[config.mk]
export PLATFORM = sky130hd
export DESIGN_NAME = brs_ret_sel
export DESIGN_NICKNAME = d
export VERILOG_FILES = /design/src/rtl/brs_pkg.sv /design/src/rtl/brs_classify.sv /design/src/rtl/brs_addr_mux.sv /design/src/rtl/brs_hold_reg.sv /design/src/rtl/brs_ret_sel.sv
export SDC_FILE = /design/constraint.sdc
export NUM_CORES = 1
export LEC_CHECK = 0
export CORE_UTILIZATION = 32
export CTS_CLUSTER_SIZE = 40
export DETAILED_ROUTE_END_ITERATION = 10
export HOLD_SLACK_MARGIN = 0.12
export PLACE_DENSITY_LB_ADDON = 0.3
export SYNTH_ARGS = -nofsm -noshare
export SYNTH_HDL_FRONTEND = slang
export SYNTH_SLANG_ARGS = --single-unit
[constraint.sdc]
create_clock -name clk -period 1.11 [get_ports clk]
set_clock_uncertainty 0.05 [all_clocks]
set_input_delay 0.111 -clock clk [delete_from_list [all_inputs] [get_ports clk]]
set_output_delay 0.111 -clock clk [all_outputs]
set_load 0.005 [all_outputs]
[src/rtl/brs_pkg.sv]
// Package for the break return address selector.
// Holds the source encoding and the number of candidate addresses.
// Assumes every user of the package indexes candidates with these constants.
package brs_pkg;

    localparam int N_SRC = 4;
    localparam int SRC_W = $clog2(N_SRC);

    localparam int SRC_MATCH  = 0;  // matched instruction itself
    localparam int SRC_OWNER  = 1;  // delayed branch owning the slot
    localparam int SRC_NEXT   = 2;  // next sequential instruction
    localparam int SRC_TARGET = 3;  // branch destination

    typedef enum logic [SRC_W-1:0] {
        PICK_MATCH  = SRC_W'(SRC_MATCH),
        PICK_OWNER  = SRC_W'(SRC_OWNER),
        PICK_NEXT   = SRC_W'(SRC_NEXT),
        PICK_TARGET = SRC_W'(SRC_TARGET)
    } brs_pick_e;

endpackage

[src/rtl/brs_classify.sv]
// Classifier: turns the timing mode and the delayed-branch position flags
// into a one-hot choice of return-address source and the execute permission.
// Assumes in_slot and is_dbranch describe the matched instruction; when both
// are set in before mode the slot rule is used.
module brs_classify
    import brs_pkg::*;
(
    input  logic             mode_after,
    input  logic             in_slot,
    input  logic             is_dbranch,
    output logic [N_SRC-1:0] pick_oh,
    output logic             exec_ok
);

    brs_pick_e pick;

    // Choose the source from timing mode and branch position.
    always_comb begin
        if (!mode_after) begin
            pick = in_slot ? PICK_OWNER : PICK_MATCH;
        end else if (in_slot || is_dbranch) begin
            pick = PICK_TARGET;
        end else begin
            pick = PICK_NEXT;
        end
    end

    // Expand the choice to a one-hot vector for the AND-OR multiplexer.
    always_comb begin
        pick_oh = '0;
        pick_oh[pick] = 1'b1;
    end

    // The matched instruction runs only in after-execution mode.
    assign exec_ok = mode_after;

endmodule

[src/rtl/brs_addr_mux.sv]
// One-hot AND-OR multiplexer over the candidate return addresses.
// Assumes pick_oh carries exactly one set bit.
module brs_addr_mux
    import brs_pkg::*;
#(
    parameter int ADDR_W = 32
) (
    input  logic [N_SRC-1:0]             pick_oh,
    input  logic [N_SRC-1:0][ADDR_W-1:0] cand,
    output logic [ADDR_W-1:0]            sel_addr
);

    logic [N_SRC-1:0][ADDR_W-1:0] masked;

    // Gate each candidate with its select bit.
    for (genvar g = 0; g < N_SRC; g++) begin : g_mask
        assign masked[g] = cand[g] & {ADDR_W{pick_oh[g]}};
    end

    // OR the gated candidates together.
    always_comb begin
        sel_addr = '0;
        for (int i = 0; i < N_SRC; i++) begin
            sel_addr = sel_addr | masked[i];
        end
    end

endmodule

[src/rtl/brs_hold_reg.sv]
// Capture register: loads the chosen address and execute flag on accept,
// holds them otherwise, and pulses valid for one cycle after a load.
// Assumes synchronous active-low reset.
module brs_hold_reg #(
    parameter int ADDR_W = 32
) (
    input  logic              clk,
    input  logic              rst_n,
    input  logic              load,
    input  logic [ADDR_W-1:0] d_addr,
    input  logic              d_exec,
    output logic              q_valid,
    output logic [ADDR_W-1:0] q_addr,
    output logic              q_exec
);

    // Load on accept, hold otherwise, clear on reset.
    always_ff @(posedge clk) begin
        if (!rst_n) begin
            q_valid <= 1'b0;
            q_addr  <= '0;
            q_exec  <= 1'b0;
        end else begin
            q_valid <= load;
            if (load) begin
                q_addr <= d_addr;
                q_exec <= d_exec;
            end
        end
    end

endmodule

[src/rtl/brs_ret_sel.sv]
// Top of the break return address selector. Classifies the matched
// instruction, selects the return address among four candidates, and
// registers the result on the cycle the break is accepted.
// Assumes the address inputs are valid whenever accept is high.
module brs_ret_sel
    import brs_pkg::*;
#(
    parameter int ADDR_W = 32
) (
    input  logic              clk,
    input  logic              rst_n,
    input  logic              accept,
    input  logic              mode_after,
    input  logic              in_slot,
    input  logic              is_dbranch,
    input  logic [ADDR_W-1:0] match_addr,
    input  logic [ADDR_W-1:0] next_addr,
    input  logic [ADDR_W-1:0] target_addr,
    input  logic [ADDR_W-1:0] branch_addr,
    output logic              ret_valid,
    output logic [ADDR_W-1:0] ret_addr,
    output logic              exec_ok
);

    logic [N_SRC-1:0]             pick_oh;
    logic                         exec_d;
    logic [N_SRC-1:0][ADDR_W-1:0] cand;
    logic [ADDR_W-1:0]            sel_addr;

    // Gather the candidates in the order given by the package constants.
    always_comb begin
        cand[SRC_MATCH]  = match_addr;
        cand[SRC_OWNER]  = branch_addr;
        cand[SRC_NEXT]   = next_addr;
        cand[SRC_TARGET] = target_addr;
    end

    brs_classify u_cls (
        .mode_after (mode_after),
        .in_slot    (in_slot),
        .is_dbranch (is_dbranch),
        .pick_oh    (pick_oh),
        .exec_ok    (exec_d)
    );

    brs_addr_mux #(.ADDR_W(ADDR_W)) u_mux (
        .pick_oh  (pick_oh),
        .cand     (cand),
        .sel_addr (sel_addr)
    );

    brs_hold_reg #(.ADDR_W(ADDR_W)) u_reg (
        .clk     (clk),
        .rst_n   (rst_n),
        .load    (accept),
        .d_addr  (sel_addr),
        .d_exec  (exec_d),
        .q_valid (ret_valid),
        .q_addr  (ret_addr),
        .q_exec  (exec_ok)
    );

endmodule

Word-level counts from Yosys, hierarchy flattened
Index checks and enable logic that the tools add are counted.
{ "classes": {"n_lt_le_gt_ge": 2, "eq_ne": 0, "div": 0, "add_sub_neg": 0, "bitwise": 7, "reduce_logical": 2, "mul": 0, "shifts": 0, "muxes": 5} }
{ "op_table": {"columns": ["operator", "n"], "rows": [
  ["$and 32x32->32", 4],
  ["$or 32x32->32", 3],
  ["$lt 2x3->1 const B", 1],
  ["$mux 1", 3],
  ["$demux 1 s2", 1],
  ["$ge 2x1->1 const B", 1],
  ["$mux 2", 1],
  ["$logic_and 1x1->1", 1],
  ["$logic_or 1x1->1", 1]
]} }
{ "totals": {"word_cells": 19, "ram_bits": 0, "mem_count": 0, "latch_bits": 0, "out_inout_bits": 34, "reg_bits": 34, "rom_bits": 0, "input_bits": 134} }

Logic depth before layout (Yosys ltp)
Gate-level depths: netlist (run 1).
{ "logic_depth": {"depth_word": 11, "depth_mapped": 5, "ltp_nobuf": 3} }

By module
Synthesis (run 1) repeated with hierarchy kept, for this count alone.
{ "hier_totals": {"hier_cells": 221, "area_unflattened_um2": 2052.0} }
{ "modules_own_cells": {"columns": ["module", "n_inst", "cells_per_inst", "seq_area_each_um2", "area_each_um2"], "rows": [
  ["brs_hold_reg", 1, 108, 680.7, 1306.3],
  ["brs_addr_mux", 1, 108, 0.0, 705.7],
  ["brs_classify", 1, 5, 0.0, 40.0]
]} }

Worst setup path after synthesis (run 1)
Ideal clock, no wire load.
{ "synth_path": {"path_kind": "input to register", "from": "input port in_slot", "to": "register u_reg.q_addr[10]", "path_slack_ns": 0.038, "required_ns": 0.922, "path_stages": 5, "setup_time_ns": 0.138, "path_buffers": 2, "t_arrival_ns": 0.884, "path_cell_list": "buf_4 -> o21a_2 -> buf_6 -> a21boi_1 -> o221ai_1"} }
{ "synth_between": {"elab_chain_cells": 11, "word_cells_on_any_way": 16, "cone_classes": "order compare (2); mux (5); bitwise (7); reduce/logical (2)"} }
{ "synth_lines": {"columns": ["item", "line_no", "rtl"], "rows": [
  ["from (decl)", "brs_ret_sel.sv:14", "input logic in_slot,"],
  ["$logic_or 1x1->1", "brs_classify.sv:21", "end else if (in_slot || is_dbranch) begin"],
  ["$mux 1", "brs_classify.sv:21", null],
  ["$mux 2 (*)", "brs_classify.sv:19", "if (!mode_after) begin"],
  ["$lt 2x3->1 (implied by the code) / $ge 2x1->1 (equally long branches)", "brs_classify.sv:31", "pick_oh[pick] = 1'b1;"],
  ["$logic_and 1x1->1 (implied by the code)", "brs_classify.sv:31", null],
  ["$mux 1 (implied by the code)", "brs_classify.sv:31", null],
  ["$demux 1 s2 (*)", null, null],
  ["$and 32x32->32", "brs_addr_mux.sv:17", "assign masked[g] = cand[g] & {ADDR_W{pick_oh[g]}};"],
  ["$or 32x32->32 (2 in series)", "brs_addr_mux.sv:24", "sel_addr = sel_addr | masked[i];"],
  ["$or 32x32->32 (*)", "brs_addr_mux.sv:24", null],
  ["to (signal assigned)", "brs_hold_reg.sv:26", "q_addr <= d_addr;"],
  ["to (decl)", "brs_hold_reg.sv:13", "output logic [ADDR_W-1:0] q_addr,"]
]} }
Every way passes the cells marked *; elsewhere a longest branch is shown, timed or not.
A chain may end at the register's enable or synchronous reset.

Worst setup path after layout (run 1)
{ "layout_path": {"from": "register u_reg.q_addr[19]", "to": "output port ret_addr[19]"} }
{ "layout_lines": {"columns": ["item", "line_no", "rtl"], "rows": [
  ["to (decl)", "brs_ret_sel.sv:21", "output logic [ADDR_W-1:0] ret_addr,"]
]} }
No word-level cell between the ends.

==> results of run 1 <==
## cells in the mapped netlist
master         instances  area (um2)
buf_4                  5        37.5
o21ai_0               64         320
or3_1                 32         200
nor2_1                33         124
buf_6                 10         113
nand2b_4               1        13.8
buf_2                  1        5.00
dlygate4sd1_1          3        26.3
a21boi_0               2        15.0
a21boi_1              30         225
clkbuf_1              11        41.3
dfxtp_1               34         681
and2_1                 1        6.26
mux2i_1               33         330
o221ai_1              32         280
nor2b_1                1        6.26
o21a_2                 1        8.76
nand3_1                1        5.00
## power groups by stage
stage	combinational (mW)	clock, mW	sequential, mW
after floorplan	0.508	0	1.48
after global placement	1.33	0	1.48
after detailed placement	1.36	0	1.48
after CTS	1.36	0.930	1.46
after global routing	1.48	0.960	1.50
final	1.36	0.884	1.47
## logic make-up (layout without fill, tap and decap cells)
family | after synthesis | count (layout) | synth area share
simple gates | 69 | 71 | 0.146
compound gates | 129 | 129 | 0.348
buf+inv | 30 | 197 | 0.0913
flops | 34 | 34 | 0.279
mux | 33 | 33 | 0.135
## registers in the layout, summed over array words and instances (netlist names)
| signal | count |
|---|---|
| u_reg.q_addr | 32 |
| u_reg.q_exec | 1 |
| u_reg.q_valid | 1 |
## cell type report
class	count	area, um2	share of cell area
timing repair buffer	190	1890	0.429
multi-input combinational	233	1590	0.363
sequential	34	716	0.163
tap	99	124	0.0282
clock buffer	7	76.3	0.0174
## worst max path at each step
stage / start / end / slack, ps
finish: u_reg.q_addr[19] / ret_addr[19] / 20
global placement: rst_n / u_reg.q_addr[25] / -440
detailed placement: rst_n / u_reg.q_addr[23] / -490
floorplan: in_slot / u_reg.q_addr[10] / 40
CTS: u_reg.q_addr[13] / ret_addr[13] / 4
global route: is_dbranch / u_reg.q_addr[31] / 2
## layout by cell type, fill, tap and decap left out, drive strengths merged
master / count
nor2: 33
and2: 1
or3: 32
nand2b: 3
clkbuf: 9
clkdlybuf4s50: 128
clkdlybuf4s15: 1
bufbuf: 1
nor2b: 1
o221ai: 32
a21boi: 32
nand3: 1
mux2i: 33
dfxtp: 34
o21a: 1
o21ai: 64
dlygate4sd2: 34
buf: 24
## metrics by stage
step | hold WS [ps] | power [mW] | worst slack (ps) | TNS, ps | util
6_report | 186 | 3.72 | 23.1 | 0 | 0.603
3_3_place_gp | 453 | 2.81 | -444 | -14060 | 0.577
2_1_floorplan | 230 | 1.99 | 38.2 | 0 | -
3_5_place_dp | 466 | 2.85 | -492 | -15180 | 0.577
5_1_grt | 239 | 3.94 | 2.30 | 0 | 0.603
4_1_cts | 280 | 3.76 | 4.27 | 0 | 0.602
## metal layers
metal	vias to the layer above	share of wire
met5	-	0
met4	0	0.024
met3	22	0.074
met2	120	0.50
met1	1339	0.40
li1	1459	-
## timing repair
action | in CTS | in global routing
gates cloned | 3 | 0
setup buffers | 5 | 0
gates resized for setup | 69 | 12
pin swaps | 3 | 1
endpoints found under the setup margin | 66 | 22
==> out/results.ini, run 1 <==
[global_route]
overflow = 0
grt_pass1_wl_mm = 13.8
grt_max_degree = 34
met3_usage = 0.0554
grt_pass1_vias = 2991
grt_use_total = 0.228
met2_usage = 0.421
top_usage_layer = met2
antenna_found_initial = 0
grt_util_met1 = 0.253

[timing]
hold_viol = 0
slew_viol_final = 0
post-route-period-util = 0.979
finalSetupViolCount = 0
rsz0062_at_grt = false
clock.fmax_mhz = 920
worst_pin_slew_ps = 243
min_period_ps = 1090
relSlewSlack = 0.836

[worst_hold_path]
hold_depth = 3
min_from = mode_after
min_to = u_reg.q_exec
hold_path_class = in2reg

[flow_run]
cap_violations = 0

[setup_path]
path_delay_family = flip-flops
cpPeakStageDelay_ps = 370
rr_endpoint = u_reg.q_addr[16]
path_class = reg2out
r2r_slack_ps = 90
cp_num_buf_inv = 1
slowest_stage = dfxtp_1
crit_cells = 1
crit_chain = dlygate4sd2_1
critPathMaxFanout = 4
cp-start-kind = register
r2r_cells = 4
timing.rr.start = u_reg.q_addr[16]
crit_required_ps = 950
endpoint_kind = output pin
cp.arrival_ps = 930

[placement]
io_buffer_count = 167
place_area_um2 = 4210
dp_cells = 548
gp_congestion = 0.724
hpwlAfterDp_mm = 6.34

[routing]
dr.pass1.iters = 4
via_count = 2940
drtIter0Drc = 57
drc = 0
wire_per_inst_um = 16.0
wirelength_mm = 9.04
ant_nets = 0
vias_per_cell = 5.22

[finish]
finish.instance_area_um2 = 4400
fin_cells = 563
drive_gt1_frac = 0.153
antenna_cells = 0
area_delta_synth_final_pct = 80.2
finalNetCount = 598
fillCellCount = 700

[power_and_ir_drop]
power_frac_clock = 0.238
ir_worst_vdd_mv = 0.399
switchingPower_mw = 1.04
internal-power_mw = 2.68
total_leakage_power_nw = 1.78
netSwitchingFraction = 0.280
p_seq_frac = 0.396
p_per_area_nw_per_um2 = 845
share_comb_of_total_power = 0.366

[cts]
clkSinkCount = 34
cts_tree = done
clk_pin_slew_ps = 70
h-tree-depth = 2
insertion_delay_ps = 280
numCtsBuffers = 5
postCtsHoldBufs = 0
clk_path_buf_depth = 2
clockRootBuffer = clkbuf_8

[synthesis]
synth_fp_nets = 429
syn_area_per_cell_um2 = 8.27
yosysSeqAreaShare = 0.279
synth-seq-cells = 34
synth_area_um2 = 2440
ys_warn_count = 0
ys_types = 18
synth_cells = 295

[floorplanning]
die_w_um = 89.3
die_h_um = 89.3
ios = 168
dieArea_um2 = 7970
core_um2 = 7290
rows = 31
start_util = 0.334

[run_status]
outcome = completed

Note: power is estimated with default switching activity, not from simulation.
==> run 2: changes to the inputs <==
- CTS_CLUSTER_DIAMETER: not set -> 50
==> results of run 2 <==
No change in the layout: final DEF, timing and power equal those of run 1.
